==> src/rtl/fbwr_pkg.sv <==
package fbwr_pkg;

   typedef enum logic [2:0] {
      SEL_CTRL = 3'd0,
      SEL_STAT = 3'd1,
      SEL_LINE = 3'd2,
      SEL_PIX  = 3'd3,
      SEL_DATA = 3'd4
   } fbwr_sel_e;

   localparam int CTRL_ROT_BIT = 0;
   localparam int STAT_BSY_BIT = 0;
   localparam int STAT_OVR_BIT = 1;

endpackage

==> src/rtl/fbwr_addr_gen.sv <==
module fbwr_addr_gen #(
   parameter int LINE_W = 8,
   parameter int PIX_W  = 9,
   parameter int LINES  = 240,
   parameter int PIXELS = 320,
   parameter bit ROT_EN = 1'b1
) (
   input  logic              clk,
   input  logic              rst_n,
   input  logic              ld_line,
   input  logic              ld_pix,
   input  logic [LINE_W-1:0] ld_line_val,
   input  logic [PIX_W-1:0]  ld_pix_val,
   input  logic              step,
   input  logic              rotate,
   output logic [LINE_W-1:0] line_q,
   output logic [PIX_W-1:0]  pix_q
);

   localparam logic [LINE_W-1:0] LINE_LAST = LINE_W'(LINES - 1);
   localparam logic [PIX_W-1:0]  PIX_LAST  = PIX_W'(PIXELS - 1);

   logic              rot_eff;
   logic              line_end, pix_end;
   logic [LINE_W-1:0] line_inc;
   logic [PIX_W-1:0]  pix_inc;
   logic [LINE_W-1:0] line_nx;
   logic [PIX_W-1:0]  pix_nx;

   generate
      if (ROT_EN) begin : g_rot
         assign rot_eff = rotate;
      end else begin : g_norot
         assign rot_eff = rotate & 1'b0;
      end
   endgenerate

   assign line_end = (line_q == LINE_LAST);
   assign pix_end  = (pix_q == PIX_LAST);
   assign line_inc = line_end ? '0 : line_q + 1'b1;
   assign pix_inc  = pix_end ? '0 : pix_q + 1'b1;

   always_comb begin
      if (rot_eff) begin
         line_nx = line_inc;
         pix_nx  = line_end ? pix_inc : pix_q;
      end else begin
         pix_nx  = pix_inc;
         line_nx = pix_end ? line_inc : line_q;
      end
   end

   always_ff @(posedge clk) begin
      if (!rst_n) begin
         line_q <= '0;
         pix_q  <= '0;
      end else begin
         if (ld_line)   line_q <= ld_line_val;
         else if (step) line_q <= line_nx;
         if (ld_pix)    pix_q  <= ld_pix_val;
         else if (step) pix_q  <= pix_nx;
      end
   end

endmodule

==> src/rtl/fbwr_pend.sv <==
module fbwr_pend #(
   parameter int ADDR_W = 17,
   parameter int DATA_W = 8
) (
   input  logic              clk,
   input  logic              rst_n,
   input  logic              push,
   input  logic [ADDR_W-1:0] push_addr,
   input  logic [DATA_W-1:0] push_data,
   input  logic              slot_open,
   output logic              busy,
   output logic              sram_we,
   output logic [ADDR_W-1:0] sram_addr,
   output logic [DATA_W-1:0] sram_wdata
);

   logic              held_q;
   logic [ADDR_W-1:0] addr_q;
   logic [DATA_W-1:0] data_q;
   logic              commit;

   assign commit = held_q & slot_open;

   always_ff @(posedge clk) begin
      if (!rst_n) begin
         held_q <= 1'b0;
         addr_q <= '0;
         data_q <= '0;
      end else if (push) begin
         held_q <= 1'b1;
         addr_q <= push_addr;
         data_q <= push_data;
      end else if (commit) begin
         held_q <= 1'b0;
      end
   end

   assign busy       = held_q;
   assign sram_we    = commit;
   assign sram_addr  = addr_q;
   assign sram_wdata = data_q;

endmodule

==> src/rtl/fbwr_regs.sv <==
module fbwr_regs
   import fbwr_pkg::*;
#(
   parameter int REG_W  = 16,
   parameter int LINE_W = 8,
   parameter int PIX_W  = 9,
   parameter int DATA_W = 8
) (
   input  logic              clk,
   input  logic              rst_n,
   input  logic              hst_we,
   input  logic [2:0]        hst_sel,
   input  logic [REG_W-1:0]  hst_wdata,
   input  logic              busy,
   input  logic [LINE_W-1:0] line_q,
   input  logic [PIX_W-1:0]  pix_q,
   output logic              rotate,
   output logic              ld_line,
   output logic              ld_pix,
   output logic              push,
   output logic [REG_W-1:0]  hst_rdata
);

   logic rot_q, ovr_q;
   logic wr_ctrl, wr_stat, wr_data, reject;
   logic unused_wdata;

   assign wr_ctrl = hst_we && (hst_sel == SEL_CTRL);
   assign wr_stat = hst_we && (hst_sel == SEL_STAT);
   assign ld_line = hst_we && (hst_sel == SEL_LINE);
   assign ld_pix  = hst_we && (hst_sel == SEL_PIX);
   assign wr_data = hst_we && (hst_sel == SEL_DATA);
   assign push    = wr_data && !busy;
   assign reject  = wr_data && busy;

   assign unused_wdata = ^hst_wdata;

   always_ff @(posedge clk) begin
      if (!rst_n) begin
         rot_q <= 1'b0;
         ovr_q <= 1'b0;
      end else begin
         if (wr_ctrl) rot_q <= hst_wdata[CTRL_ROT_BIT];
         if (reject)
            ovr_q <= 1'b1;
         else if (wr_stat && hst_wdata[STAT_OVR_BIT])
            ovr_q <= 1'b0;
      end
   end

   assign rotate = rot_q;

   always_comb begin
      hst_rdata = '0;
      case (hst_sel)
         SEL_CTRL: hst_rdata[CTRL_ROT_BIT] = rot_q;
         SEL_STAT: begin
            hst_rdata[STAT_BSY_BIT] = busy;
            hst_rdata[STAT_OVR_BIT] = ovr_q;
         end
         SEL_LINE: hst_rdata = REG_W'(line_q);
         SEL_PIX:  hst_rdata = REG_W'(pix_q);
         default:  hst_rdata = '0;
      endcase
   end

endmodule

==> src/rtl/fbwr_port.sv <==
module fbwr_port
   import fbwr_pkg::*;
#(
   parameter int LINE_W = 8,
   parameter int PIX_W  = 9,
   parameter int DATA_W = 8,
   parameter int REG_W  = 16,
   parameter int LINES  = 240,
   parameter int PIXELS = 320,
   parameter bit ROT_EN = 1'b1,
   localparam int ADDR_W = LINE_W + PIX_W
) (
   input  logic              clk,
   input  logic              rst_n,
   input  logic              hst_we,
   input  logic [2:0]        hst_sel,
   input  logic [REG_W-1:0]  hst_wdata,
   output logic [REG_W-1:0]  hst_rdata,
   input  logic              slot_open,
   output logic              sram_we,
   output logic [ADDR_W-1:0] sram_addr,
   output logic [DATA_W-1:0] sram_wdata
);

   generate
      if (LINES < 2 || LINES > (1 << LINE_W)) begin : g_bad_lines
         $error("fbwr_port: LINES does not fit LINE_W");
      end
      if (PIXELS < 2 || PIXELS > (1 << PIX_W)) begin : g_bad_pix
         $error("fbwr_port: PIXELS does not fit PIX_W");
      end
      if (REG_W < LINE_W || REG_W < PIX_W || REG_W < DATA_W || REG_W < 2) begin : g_bad_reg
         $error("fbwr_port: REG_W narrower than a field");
      end
   endgenerate

   logic              busy;
   logic              rotate, ld_line, ld_pix, push;
   logic [LINE_W-1:0] line_q;
   logic [PIX_W-1:0]  pix_q;

   fbwr_regs #(
      .REG_W(REG_W), .LINE_W(LINE_W), .PIX_W(PIX_W), .DATA_W(DATA_W)
   ) u_regs (
      .clk(clk), .rst_n(rst_n),
      .hst_we(hst_we), .hst_sel(hst_sel), .hst_wdata(hst_wdata),
      .busy(busy), .line_q(line_q), .pix_q(pix_q),
      .rotate(rotate), .ld_line(ld_line), .ld_pix(ld_pix),
      .push(push), .hst_rdata(hst_rdata)
   );

   fbwr_addr_gen #(
      .LINE_W(LINE_W), .PIX_W(PIX_W), .LINES(LINES), .PIXELS(PIXELS), .ROT_EN(ROT_EN)
   ) u_agen (
      .clk(clk), .rst_n(rst_n),
      .ld_line(ld_line), .ld_pix(ld_pix),
      .ld_line_val(hst_wdata[LINE_W-1:0]), .ld_pix_val(hst_wdata[PIX_W-1:0]),
      .step(push), .rotate(rotate),
      .line_q(line_q), .pix_q(pix_q)
   );

   fbwr_pend #(
      .ADDR_W(ADDR_W), .DATA_W(DATA_W)
   ) u_pend (
      .clk(clk), .rst_n(rst_n),
      .push(push), .push_addr({line_q, pix_q}), .push_data(hst_wdata[DATA_W-1:0]),
      .slot_open(slot_open), .busy(busy),
      .sram_we(sram_we), .sram_addr(sram_addr), .sram_wdata(sram_wdata)
   );

endmodule

==> config.mk <==
export PLATFORM = sky130hd
export DESIGN_NAME = fbwr_port
export DESIGN_NICKNAME = d
export VERILOG_FILES = /design/src/rtl/fbwr_pkg.sv /design/src/rtl/fbwr_addr_gen.sv /design/src/rtl/fbwr_pend.sv /design/src/rtl/fbwr_regs.sv /design/src/rtl/fbwr_port.sv
export SDC_FILE = /design/constraint.sdc
export NUM_CORES = 1
export LEC_CHECK = 0
export BUFFER_PORTS_ARGS = -buffer_cell sky130_fd_sc_hd__buf_2
export CORE_ASPECT_RATIO = 0.5
export CORE_MARGIN = 2
export CORE_UTILIZATION = 52
export CTS_CLUSTER_SIZE = 25
export DETAILED_ROUTE_END_ITERATION = 10
export PLACE_DENSITY = 0.86
export SLEW_MARGIN = 10
export SYNTH_ARGS = -nofsm -noshare
export SYNTH_HDL_FRONTEND = slang
export SYNTH_SLANG_ARGS = --single-unit
==> constraint.sdc <==
create_clock -name clk -period 2.1 [get_ports clk]
set_input_delay 0 -clock clk [delete_from_list [all_inputs] [get_ports clk]]
set_output_delay 0 -clock clk [all_outputs]
set_load 0.05 [all_outputs]
* Word level (Yosys, flattened, before mapping)
Index checks and enable logic that the tools add are counted.
Word-level totals: register bits 45, input bits 23, output and inout port bits 42, word-level logic and storage cells 51
Cells by class: add/subtract/negate cells 2, equality and inequality tests 7, mux-type cells 17, bitwise gates (word level) 1, reduce and logical (&&, ||, !) cells 17
Operators by type and width (number):
- two-way mux 9 bit | 5
- two-way mux 8 bit | 5
- one-hot mux 7 bit (2 select lines) | 1
- adder 9 x 1 -> 9 bit, second input constant | 1
- == test 9 bit, second input constant | 1
- adder 8 x 1 -> 8 bit, second input constant | 1
- == test 8 bit, second input constant | 1
- logical AND 1 bit | 8
- nonzero test 2 bit | 4
- == test 3 x 2 -> 1 bit, second input constant | 2
- two-way mux 1 bit | 4
- one-hot mux 1 bit (4 select lines) | 1
- AND reduction 2 bit | 2
- == test 3 x 1 -> 1 bit, second input constant | 1
- == test 3 bit, second input constant | 1
- zero test 3 bit | 1
- inequality test 3 x 2 -> 1 bit, second input constant | 1
- one-hot mux 1 bit (3 select lines) | 1
- nonzero test 3 bit | 1
- AND 1 bit | 1
- zero test 1 bit | 1

* Longest topological paths before layout
Gate-level depths: netlist (run 1).
word-level depth 6, depth in mapped cells 7, gate-level depth less buffers 6

* Modules after synthesis
Synthesis (run 1) repeated with hierarchy kept, for this count alone.
Unflattened totals: cells, all modules 268, area total of the unflattened synthesis 2479.9 sq um
Modules (own cells, without submodules):
- fbwr_addr_gen | instances 1, cells each 139, area each 1099.8 sq um, seq. area each 340.3 sq um
- fbwr_pend | instances 1, cells each 84, area each 1006.0 sq um, seq. area each 520.5 sq um
- fbwr_regs | instances 1, cells each 45, area each 374.1 sq um, seq. area each 40.0 sq um

* Worst setup path after synthesis (run 1)
OpenSTA, ideal clock, no wires.
path type flip-flop to flip-flop, from reg u_agen.pix_q[0], to reg u_agen.line_q[2], setup time 0.126 ns, arrival time 1.663 ns, data required time 1.974 ns, setup slack 0.312 ns, cell stages (with the launch flop) 8, path buffers 1, cells stage by stage dfxtp_1 > ha_1 > nand3_1 > nor4_2 > o22ai_1 > buf_2 > o211ai_1 > o21ai_0
Between the ends: longest elaborated chain between the ends 3
Ends and longest elaborated chain:
- start, declared | RTL line fbwr_addr_gen.sv:17 | output logic [PIX_W-1:0] pix_q
- start signal, assigned | RTL line fbwr_addr_gen.sv:60 | if (ld_pix) pix_q <= ld_pix_val;
- start signal, assigned | RTL line fbwr_addr_gen.sv:61 | else if (step) pix_q <= pix_nx;
- == test 9 bit | RTL line fbwr_addr_gen.sv:39 | assign pix_end = (pix_q == PIX_LAST);
- nonzero test 3 bit (no line)
- AND reduction 2 bit (no line)
- end signal, assigned | RTL line fbwr_addr_gen.sv:58 | if (ld_line) line_q <= ld_line_val;
- end signal, assigned | RTL line fbwr_addr_gen.sv:59 | else if (step) line_q <= line_nx;
- end, declared | RTL line fbwr_addr_gen.sv:16 | output logic [LINE_W-1:0] line_q,
No other way between the ends. A chain may end at the register's enable or synchronous reset.

* Worst setup path after layout (run 1)
from reg u_agen.pix_q[8], to reg u_agen.line_q[7]
Same word-level chain as after synthesis.

==> results of run 1 <==
## repair_timing
| item | in CTS | in global routing |
|---|---|---|
| hold buffers | 9 | 0 |
| endpoints found under the hold margin | 11 | 0 |
| setup endpoints to repair | 0 | 6 |
| resized for setup | 0 | 1 |
## registers in the layout (all words and copies together) (netlist names)
| register | flops |
|---|---|
| u_agen.line_q | 8 |
| u_agen.pix_q | 9 |
| u_pend.busy | 1 |
| u_pend.sram_addr | 17 |
| u_pend.sram_wdata | 8 |
| u_regs.ovr_q | 1 |
| u_regs.rotate | 1 |
## worst min-delay path, stage by stage
cell and delay [ps]:
sky130_fd_sc_hd__buf_2 100, sky130_fd_sc_hd__o21ai_0 150, sky130_fd_sc_hd__o31ai_1 70
## synthesized netlist by cell type, drive strengths merged, types with 2 or more instances
master / instances
nand2: 69
dfxtp: 45
a21oi: 39
nand3: 19
nor2: 19
buf: 16
clkbuf: 13
o21ai: 11
mux2i: 8
nor3: 8
inv: 6
nand2b: 5
a32oi: 4
nand4: 4
nand3b: 3
nor2b: 3
o32ai: 3
a211oi: 2
a221oi: 2
and3: 2
ha: 2
nor4: 2
o21a: 2
o31ai: 2
o41ai: 2
## through the flow
step / cell area, µm² / cells
floorplan: 2380 / 316
global placement: 2650 / 406
detailed placement: 2650 / 406
CTS: 2860 / 423
global route: 2870 / 423
finish: 2870 / 423
## per-layer routing
layer	wire length (µm)	GRT usage [%]
met1	2810	33.0
met2	2860	42.1
met3	518	5.78
met4	99	9.13
met5	0	0
## how the worst max path moves through the flow
stage | from | endpoint | slack (ps) | depth (start not counted)
6_report | u_agen.pix_q[8]$_SDFFE_PN0P_ | u_agen.line_q[7]$_SDFFE_PN0P_ | 90 | 6
5_1_grt | u_agen.line_q[1]$_SDFFE_PN0P_ | u_agen.pix_q[2]$_SDFFE_PN0P_ | 4 | 6
4_1_cts | u_agen.pix_q[1]$_SDFFE_PN0P_ | u_agen.line_q[1]$_SDFFE_PN0P_ | 90 | 6
3_5_place_dp | u_agen.pix_q[1]$_SDFFE_PN0P_ | u_agen.line_q[1]$_SDFFE_PN0P_ | 110 | 6
3_3_place_gp | u_agen.pix_q[1]$_SDFFE_PN0P_ | u_agen.line_q[1]$_SDFFE_PN0P_ | 200 | 6
2_1_floorplan | u_agen.pix_q[0]$_SDFFE_PN0P_ | u_agen.line_q[2]$_SDFFE_PN0P_ | 310 | 7
## where the power goes
part	leakage, nW	internal (mW)	switching, mW
combinational	0.724	0.0600	0.133
clock	0.0585	0.388	0.291
sequential	0.363	0.862	0.0105
total	1.15	1.31	0.434
## kinds of logic (layout without fill, tap and decap cells)
kind of cell | after synthesis | after routing
xor+xnor | 1 | 1
flops | 45 | 45
simple gates | 143 | 143
mux | 10 | 10
buf+inv | 35 | 85
other cells | 1 | 7
compound gates | 73 | 73
fa+ha+maj | 2 | 2
## area by class of cell
class | instances | area [µm²]
clock buffer | 7 | 86.3
sequential | 45 | 901
tap | 57 | 71.3
clock inverter | 1 | 30.0
multi-input combinational | 236 | 1320
fill | 367 | 1520
inverter | 6 | 22.5
timing repair buffer | 71 | 430
==> impl_metrics.tcl, run 1 <==
set metrics [dict create \
    detailedRoute.firstIterationViolations 150 \
    detail_route.first_pass.iterations 4 \
    worst_setup_hold_path_clk_slew_ps 80 \
    synth_top_area_cell "sky130_fd_sc_hd__dfxtp_1" \
    grt_antenna_before_repair 0 \
    synth-edff-count 0 \
    worst_hold_path_type "in2reg" \
    ys.flop_type "sky130_fd_sc_hd__dfxtp_1" \
    final_core_util_pct 65.4 \
    cts-root-to-sink-buffers 2 \
    most-common-layout-cells "sky130_fd_sc_hd__nand2_1 (69), sky130_fd_sc_hd__buf_2 (50), sky130_fd_sc_hd__dfxtp_1 (45)" \
    finalSetupViolations 0 \
    synth_warnings 0 \
    placement.io_buffers 50 \
    timing.critical_path.fanout_max 5 \
    finalHoldViolCount 0 \
    path_buf_inv 1 \
    power.total_mw 1.74 \
    asyncSetResetFlopFracSynth_pct 0 \
    die_width_um 99.3 \
    rsz0062_at_grt "no" \
    antenna_violating_nets_post_route 0 \
    hold_slack_ps 63.0 \
    adder_cell_share_of_the_synthesized_area_pct 1.06 \
    drc_errors 0 \
    post_synth_design_cell_area_mm2 0.00236 \
    die_height_um 51.7 \
    crit-reg2reg-launch "u_agen.pix_q[8]$_SDFFE_PN0P_" \
    post-route-period-util_pct 95.5 \
    clock_sink_count 45 \
    synthesis.instances 310 \
    pin_count 65 \
    gp_congestion 0.844 \
    layout_setup_ws_ps 94.1 \
    fin_worst_skew_ps 4.66 \
    fmax_mhz 499 \
    synth_compound_area_share_pct 19.0 \
    layout-drive-gt1-share_pct 21.9 \
    post_cts.repair.setup_buffers 0 \
    antenna_cells 0 \
    synth-simple-area-share_pct 29.4 \
    timing.critical_path.to_type "flop" \
    muxShareOfSynthArea_pct 4.82 \
    yosys.area.top_type_share_pct 38.1 \
    row_count 17 \
    total_leakage_power_nw 1.15 \
    h-tree-depth 2 \
    max_stage_delay_ps 410 \
    rr_endpoint "u_agen.line_q[7]$_SDFFE_PN0P_" \
    pre_cts_ws_ps 109 \
    setup.reg_to_reg.worst_slack_ps 90 \
    via_count 2438 \
    first_global_vias 2230 \
    power.density_cell_area_mw_per_mm2 609 \
    hp-start "hst_wdata[8]" \
    postSynthAreaPerCell_um2 7.62 \
    floorplan.core_area_mm2 0.00438 \
    overflow 0 \
    critical_path.slowest_cell "sky130_fd_sc_hd__dfxtp_1" \
    synth_top_family_by_area "simple AND/OR/NAND/NOR gates" \
    rr_worst_depth 6 \
    tritoncts "done" \
    cts.root.buffer_cell "sky130_fd_sc_hd__clkbuf_8" \
    min_to "u_agen.pix_q[8]$_SDFFE_PN0P_" \
    synthXorXnorAreaFrac_pct 0.371 \
    initial_utilization_pct 53.9 \
    worst_hold_depth 3 \
    finalMaxSlewViolations 0 \
    synth_area_leaders "sky130_fd_sc_hd__dfxtp_1 (38%), sky130_fd_sc_hd__nand2_1 (11%), sky130_fd_sc_hd__a21oi_1 (8.1%), sky130_fd_sc_hd__nand3_1 (4.0%), sky130_fd_sc_hd__mux2i_1 (3.4%)" \
    totalWireLength_um 6290 \
    count_of_max_cap_constraint_violations 0 \
    crit_arrival_ps 2240 \
    slew_headroom_pct 58.4 \
    worst_ep_required_time_ps 2330 \
    clock_insertion_delay_worst_skew_ps 300 \
    drt-wirelength-per-cell_um 14.9 \
    dp_hpwl_um 4430 \
    final_common_cell "sky130_fd_sc_hd__nand2_1" \
    yosys.cell_types.count 52 \
    crit_type "reg2reg" \
    ys_seq_elements 45 \
    timing_worst_slew_pin_value_ps 623 \
    cts-buffers-inserted 5 \
    grt_first_pass_wirelength_um 10300 \
    setup_tns_ps 0 \
    status "finished clean" \
    final_period_minus_worst_setup_slack_ps 2010 \
    yosysSeqAreaShare_pct 38.1 \
    worst_setup_path_start_kind "flop" \
    worst_ir_drop_vdd_uv 301 \
    track_usage_pct 25.4 \
    cpLargestDelayFamily "compound AO/OA/AOI/OAI gates" \
    fin_nets 390 \
    routed_via_density 5.76 \
    die_ar_mm2 0.00513 \
    grt_start_max_net_pins 38 \
    syn_to_final_growth_pct 21.3 \
    path_cells "or2b_1, nor4_2, buf_4, o21ai_0, o41ai_1, o2bb2ai_1" \
]
(Power assumes the default switching activity.)
==> run 2, diff against run 1 <==
CORE_UTILIZATION = 56   (was 52)
PLACE_DENSITY = 0.92   (was 0.86)
clock period = 2.45 ns   (was 2.1 ns; I/O delays follow)
==> run 2 against run 1 <==
Against the previous run: via count increased by 0.66%; sequential power decreased by 14%; highest routed layer unchanged; global-route usage increased by 3.1 points; critical endpoint unchanged; register-to-register slack improved by 130 ps; worst setup slack improved by 130 ps; final cell count decreased by 2.8%; clock-buffer cell count unchanged; total power decreased by 15%; sequential share of layout area increased by 0.83 points.
==> impl_metrics.tcl, run 2 (synthesized netlist as in run 1, its figures left out) <==
set metrics [dict create \
    dp_hpwl_um 4310 \
    drc_errors 0 \
    cts-buffers-inserted 5 \
    syn_to_final_growth_pct 18.2 \
    track_usage_pct 28.5 \
    grt_first_pass_wirelength_um 10600 \
    setup_tns_ps 0 \
    path_buf_inv 0 \
    post-route-period-util_pct 91.0 \
    routed_via_density 5.97 \
    final_common_cell "sky130_fd_sc_hd__nand2_1" \
    die_ar_mm2 0.00479 \
    antenna_violating_nets_post_route 0 \
    pin_count 65 \
    pre_cts_ws_ps 231 \
    clock_sink_count 45 \
    via_count 2454 \
    crit_arrival_ps 2470 \
    cts.root.buffer_cell "sky130_fd_sc_hd__clkbuf_8" \
    count_of_max_cap_constraint_violations 0 \
    gp_congestion 0.834 \
    slew_headroom_pct 59.1 \
    tritoncts "done" \
    detailedRoute.firstIterationViolations 235 \
    finalMaxSlewViolations 0 \
    detail_route.first_pass.iterations 6 \
    timing.critical_path.to_type "flop" \
    critical_path.slowest_cell "sky130_fd_sc_hd__dfxtp_1" \
    worst_ep_required_time_ps 2690 \
    placement.io_buffers 50 \
    fin_worst_skew_ps 1.99 \
    max_stage_delay_ps 460 \
    finalSetupViolations 0 \
    h-tree-depth 2 \
    number_of_flip_flops_in_the_largest_register 17 \
    worst_setup_path_start_kind "flop" \
    timing.critical_path.fanout_max 6 \
    crit_type "reg2reg" \
    most-common-layout-cells "sky130_fd_sc_hd__nand2_1 (69), sky130_fd_sc_hd__buf_2 (50), sky130_fd_sc_hd__dfxtp_1 (45)" \
    first_global_vias 2248 \
    rsz0062_at_grt "no" \
    cpLargestDelayFamily "compound AO/OA/AOI/OAI gates" \
    worst_hold_path_type "in2reg" \
    post_cts.repair.setup_buffers 0 \
    path_cells "ha_1, nand3_1, nor4_2, o21ai_0, o41ai_1, o2bb2ai_1" \
    initial_utilization_pct 59.3 \
    overflow 0 \
    drt-wirelength-per-cell_um 15.6 \
    worst_setup_hold_path_clk_slew_ps 80 \
    fin_nets 381 \
    status "finished clean" \
    antenna_cells 0 \
    grt_start_max_net_pins 38 \
    die_height_um 49.9 \
    die_width_um 95.9 \
    power.density_cell_area_mw_per_mm2 534 \
    clock_insertion_delay_worst_skew_ps 300 \
    setup.reg_to_reg.worst_slack_ps 220 \
    final_period_minus_worst_setup_slack_ps 2230 \
    power.total_mw 1.49 \
    cts-root-to-sink-buffers 2 \
    worst_ir_drop_vdd_uv 404 \
    row_count 16 \
    layout_setup_ws_ps 220 \
    layout-drive-gt1-share_pct 20.2 \
    timing_worst_slew_pin_value_ps 613 \
    finalHoldViolCount 0 \
    floorplan.core_area_mm2 0.00398 \
    totalWireLength_um 6410 \
    total_leakage_power_nw 1.10 \
    grt_antenna_before_repair 0 \
    fmax_mhz 448 \
]
[run 2: changes by cell type in the layout (fill, tap and decap cells not counted)]
cell	delta
sky130_fd_sc_hd__buf_4	-8
sky130_fd_sc_hd__dlygate4sd3_1	-1
[run 2: report_power, final]
group / total, mW / internal, mW / switching (mW)
combinational: 0.158 / 0.0461 / 0.112
sequential: 0.750 / 0.739 / 0.0109
clock: 0.583 / 0.332 / 0.251
total: 1.49 / 1.12 / 0.373
[run 2: routing by layer]
layer | GRT usage [%] | wire, µm
met1 | 38.4 | 2710
met2 | 44.3 | 2960
met3 | 5.81 | 573
met4 | 12.1 | 164
met5 | 0 | 0
[run 2: repair_timing]
action	in CTS	in global routing
hold buffers	8	0
resized for setup	0	1
setup endpoints to repair	0	3
endpoints found under the hold margin	11	0
[run 2: metrics by stage]
step,instance area [µm²],cells,hold WS (ps),util (%)
2_1_floorplan,2380,316,133,-
3_3_place_gp,2590,395,274,65.0
3_5_place_dp,2590,395,277,65.0
4_1_cts,2790,411,19.4,69.9
5_1_grt,2790,411,22.1,70.1
6_report,2790,411,22.9,70.1
[run 2: worst reg2reg max path, delay by kind of cell, from the launching register on]
family	cells	cell delay [ps]
flip-flops	1	460
AO/OA/AOI/OAI	3	810
AND/OR/NAND/NOR	2	680
adder cells (fa/ha/maj)	1	230
[run 2: worst paths after layout]
kind / from / endpoint / cells after the start
hold reg to reg: u_pend.sram_wdata[4]$_SDFFE_PN0P_ / u_pend.sram_wdata[4]$_SDFFE_PN0P_ / 2
setup reg to reg: u_agen.pix_q[0]$_SDFFE_PN0P_ / u_agen.line_q[7]$_SDFFE_PN0P_ / 6
setup / recovery: u_agen.pix_q[0]$_SDFFE_PN0P_ / u_agen.line_q[7]$_SDFFE_PN0P_ / 6
hold / removal: hst_wdata[1] / u_pend.sram_wdata[1]$_SDFFE_PN0P_ / 3
[run 2: cell type report]
cell class,instances,area (µm²)
inverter,6,22.5
timing repair buffer,62,360
tap,54,67.6
fill,304,1190
sequential,45,901
clock inverter,1,30.0
clock buffer,7,86.3
multi-input combinational,236,1320
==> run 3, diff against run 2 <==
clock period = 2.6 ns   (was 2.45 ns; I/O delays follow)
==> run 3 against run 2 <==
Against the previous run: non-clock buffer count is the same; register-to-register slack lost 30 ps; critical path type unchanged; clock power shrank 24%; total power shrank 13%; first-iteration DRC count grew 81%; global-route usage grew 0.64 points; die area is the same; hold slack gained 66 ps; final cell count is the same; utilization shrank 0.57 points; sequential share of layout area grew 0.26 points.
==> impl_metrics.tcl, run 3 (synthesized netlist as in run 1, its figures left out) <==
set metrics [dict create \
    sw_frac_of_total_pct 28.7 \
    grt_first_pass_wirelength_um 10800 \
    layout.area.seq_um2 901 \
    switching_power_mw 0.375 \
    worst_setup_path_start_kind "flop" \
    die_height_um 49.9 \
    worst_hold_path_type "in2reg" \
    worst_ep_required_time_ps 2760 \
    routed_via_density 6.20 \
    h-tree-depth 2 \
    fillers 315 \
    met2_usage_pct 46.7 \
    timing_worst_slew_pin_value_ps 631 \
    cts-root-to-sink-buffers 2 \
    row_count 16 \
    top_usage_layer "met2" \
    pin_count 65 \
    finalHoldViolCount 0 \
    worst_ir_drop_vdd_uv 293 \
    antenna_violating_nets_post_route 0 \
    syn_to_final_growth_pct 17.2 \
    crit_arrival_ps 2570 \
    cts.root.buffer_cell "sky130_fd_sc_hd__clkbuf_8" \
    status "finished clean" \
    grt_antenna_before_repair 0 \
    most-common-layout-cells "sky130_fd_sc_hd__nand2_1 (69), sky130_fd_sc_hd__buf_2 (50), sky130_fd_sc_hd__dfxtp_1 (45)" \
    fin_area_mm2 0.00277 \
    fin_nets 381 \
    groute.layer.met1.usage_pct 37.4 \
    final_period_minus_worst_setup_slack_ps 2410 \
    total_leakage_power_nw 1.08 \
    track_usage_pct 29.1 \
    power_frac_seq_pct 54.2 \
    antenna_cells 0 \
    first_global_vias 2249 \
    timing.critical_path.to_type "flop" \
    grt_start_max_net_pins 38 \
    combPwrFrac_pct 11.7 \
    multi_input_comb_area_mm2 0.00132 \
    via_count 2549 \
    layout-drive-gt1-share_pct 20.2 \
    count_of_max_cap_constraint_violations 0 \
    drt-wirelength-per-cell_um 16.4 \
    dp_hpwl_um 4500 \
    overflow 0 \
    worst_setup_hold_path_clk_slew_ps 90 \
    die_width_um 95.9 \
    pre_cts_ws_ps 257 \
    placement.io_buffers 50 \
    clock_sink_count 45 \
    final_common_cell "sky130_fd_sc_hd__nand2_1" \
    die_ar_mm2 0.00479 \
    setup_tns_ps 0 \
    grt.met3_usage_pct 7.03 \
    finalSetupViolations 0 \
    detailedRoute.firstIterationViolations 425 \
    floorplan.core_area_mm2 0.00398 \
    post_cts.repair.setup_buffers 0 \
    internal-power_mw 0.929 \
    post-route-period-util_pct 92.5 \
    power.density_cell_area_mw_per_mm2 471 \
    totalWireLength_um 6730 \
    fin_worst_skew_ps 6.23 \
    initial_utilization_pct 59.3 \
    placed_area_mm2 0.00258 \
    layout_setup_ws_ps 194 \
    tritoncts "done" \
    slew_headroom_pct 57.8 \
    cts-buffers-inserted 5 \
    fmax_mhz 416 \
    finalMaxSlewViolations 0 \
    gp_congestion 0.849 \
    clock_network_power_share_pct 34.1 \
    number_of_flip_flops_in_the_largest_register 17 \
    drc_errors 0 \
    detail_route.first_pass.iterations 6 \
    rsz0062_at_grt "no" \
    clock_insertion_delay_worst_skew_ps 310 \
    crit_type "reg2reg" \
    timing.critical_path.fanout_max 13 \
]
## run 3: path summary, 6_finish.rpt
kind / slack (ps) / cells after the start / startpoint / to
setup / recovery: 190 / 6 / u_agen.pix_q[0]$_SDFFE_PN0P_ / u_agen.line_q[0]$_SDFFE_PN0P_
hold / removal: 90 / 3 / hst_sel[2] / u_regs.ovr_q$_SDFFE_PN0P_
setup reg to reg: 190 / 6 / u_agen.pix_q[0]$_SDFFE_PN0P_ / u_agen.line_q[0]$_SDFFE_PN0P_
hold reg to reg: 460 / 2 / u_pend.sram_addr[8]$_SDFFE_PN0P_ / u_pend.sram_addr[8]$_SDFFE_PN0P_
## run 3: layout make-up
cell class              instances  area share [%]
repair buffers                 62            13.1
flip-flops and latches         45            32.5
clock buffers                   5            2.49
well taps                      54            2.44
multi-input cells             236            47.8
clock inverters                 3           0.813
inverters                       6           0.813
## run 3: critical path: stages (launching register included)
cell and delay, ps:
sky130_fd_sc_hd__dfxtp_1 470, sky130_fd_sc_hd__ha_1 250, sky130_fd_sc_hd__nand3_1 250, sky130_fd_sc_hd__nor4_2 470
sky130_fd_sc_hd__o22ai_2 330, sky130_fd_sc_hd__a221oi_1 390, sky130_fd_sc_hd__a211oi_1 110
## run 3: power groups by stage
stage / Clock, mW / Combinational [mW] / Sequential, mW
2_1_floorplan: 0 / 0.100 / 0.730
3_3_place_gp: 0 / 0.131 / 0.722
3_5_place_dp: 0 / 0.136 / 0.723
4_1_cts: 0.443 / 0.147 / 0.706
5_1_grt: 0.470 / 0.162 / 0.708
6_report: 0.445 / 0.152 / 0.707
## run 3: repair_timing
action / CTS / global route
setup endpoints to repair: 0 / 2
endpoints found under the hold margin: 14 / 0
hold buffers: 9 / 0
resized for setup: 0 / 1
## run 3: per-layer routing
| metal | wire length [µm] | vias up |
|---|---|---|
| met3 | 787 | 43 |
| li1 | - | 1173 |
| met5 | 0 | - |
| met1 | 2640 | 1126 |
| met4 | 271 | 0 |
| met2 | 3030 | 207 |
## run 3: through the flow
stage,std cells,power (mW),hold WS [ps],util (%)
5_1_grt,411,1.34,99.3,69.5
2_1_floorplan,316,0.830,133,-
3_3_place_gp,394,0.853,273,64.8
3_5_place_dp,394,0.859,282,64.8
6_report,411,1.30,89.1,69.5
4_1_cts,411,1.30,71.4,69.3
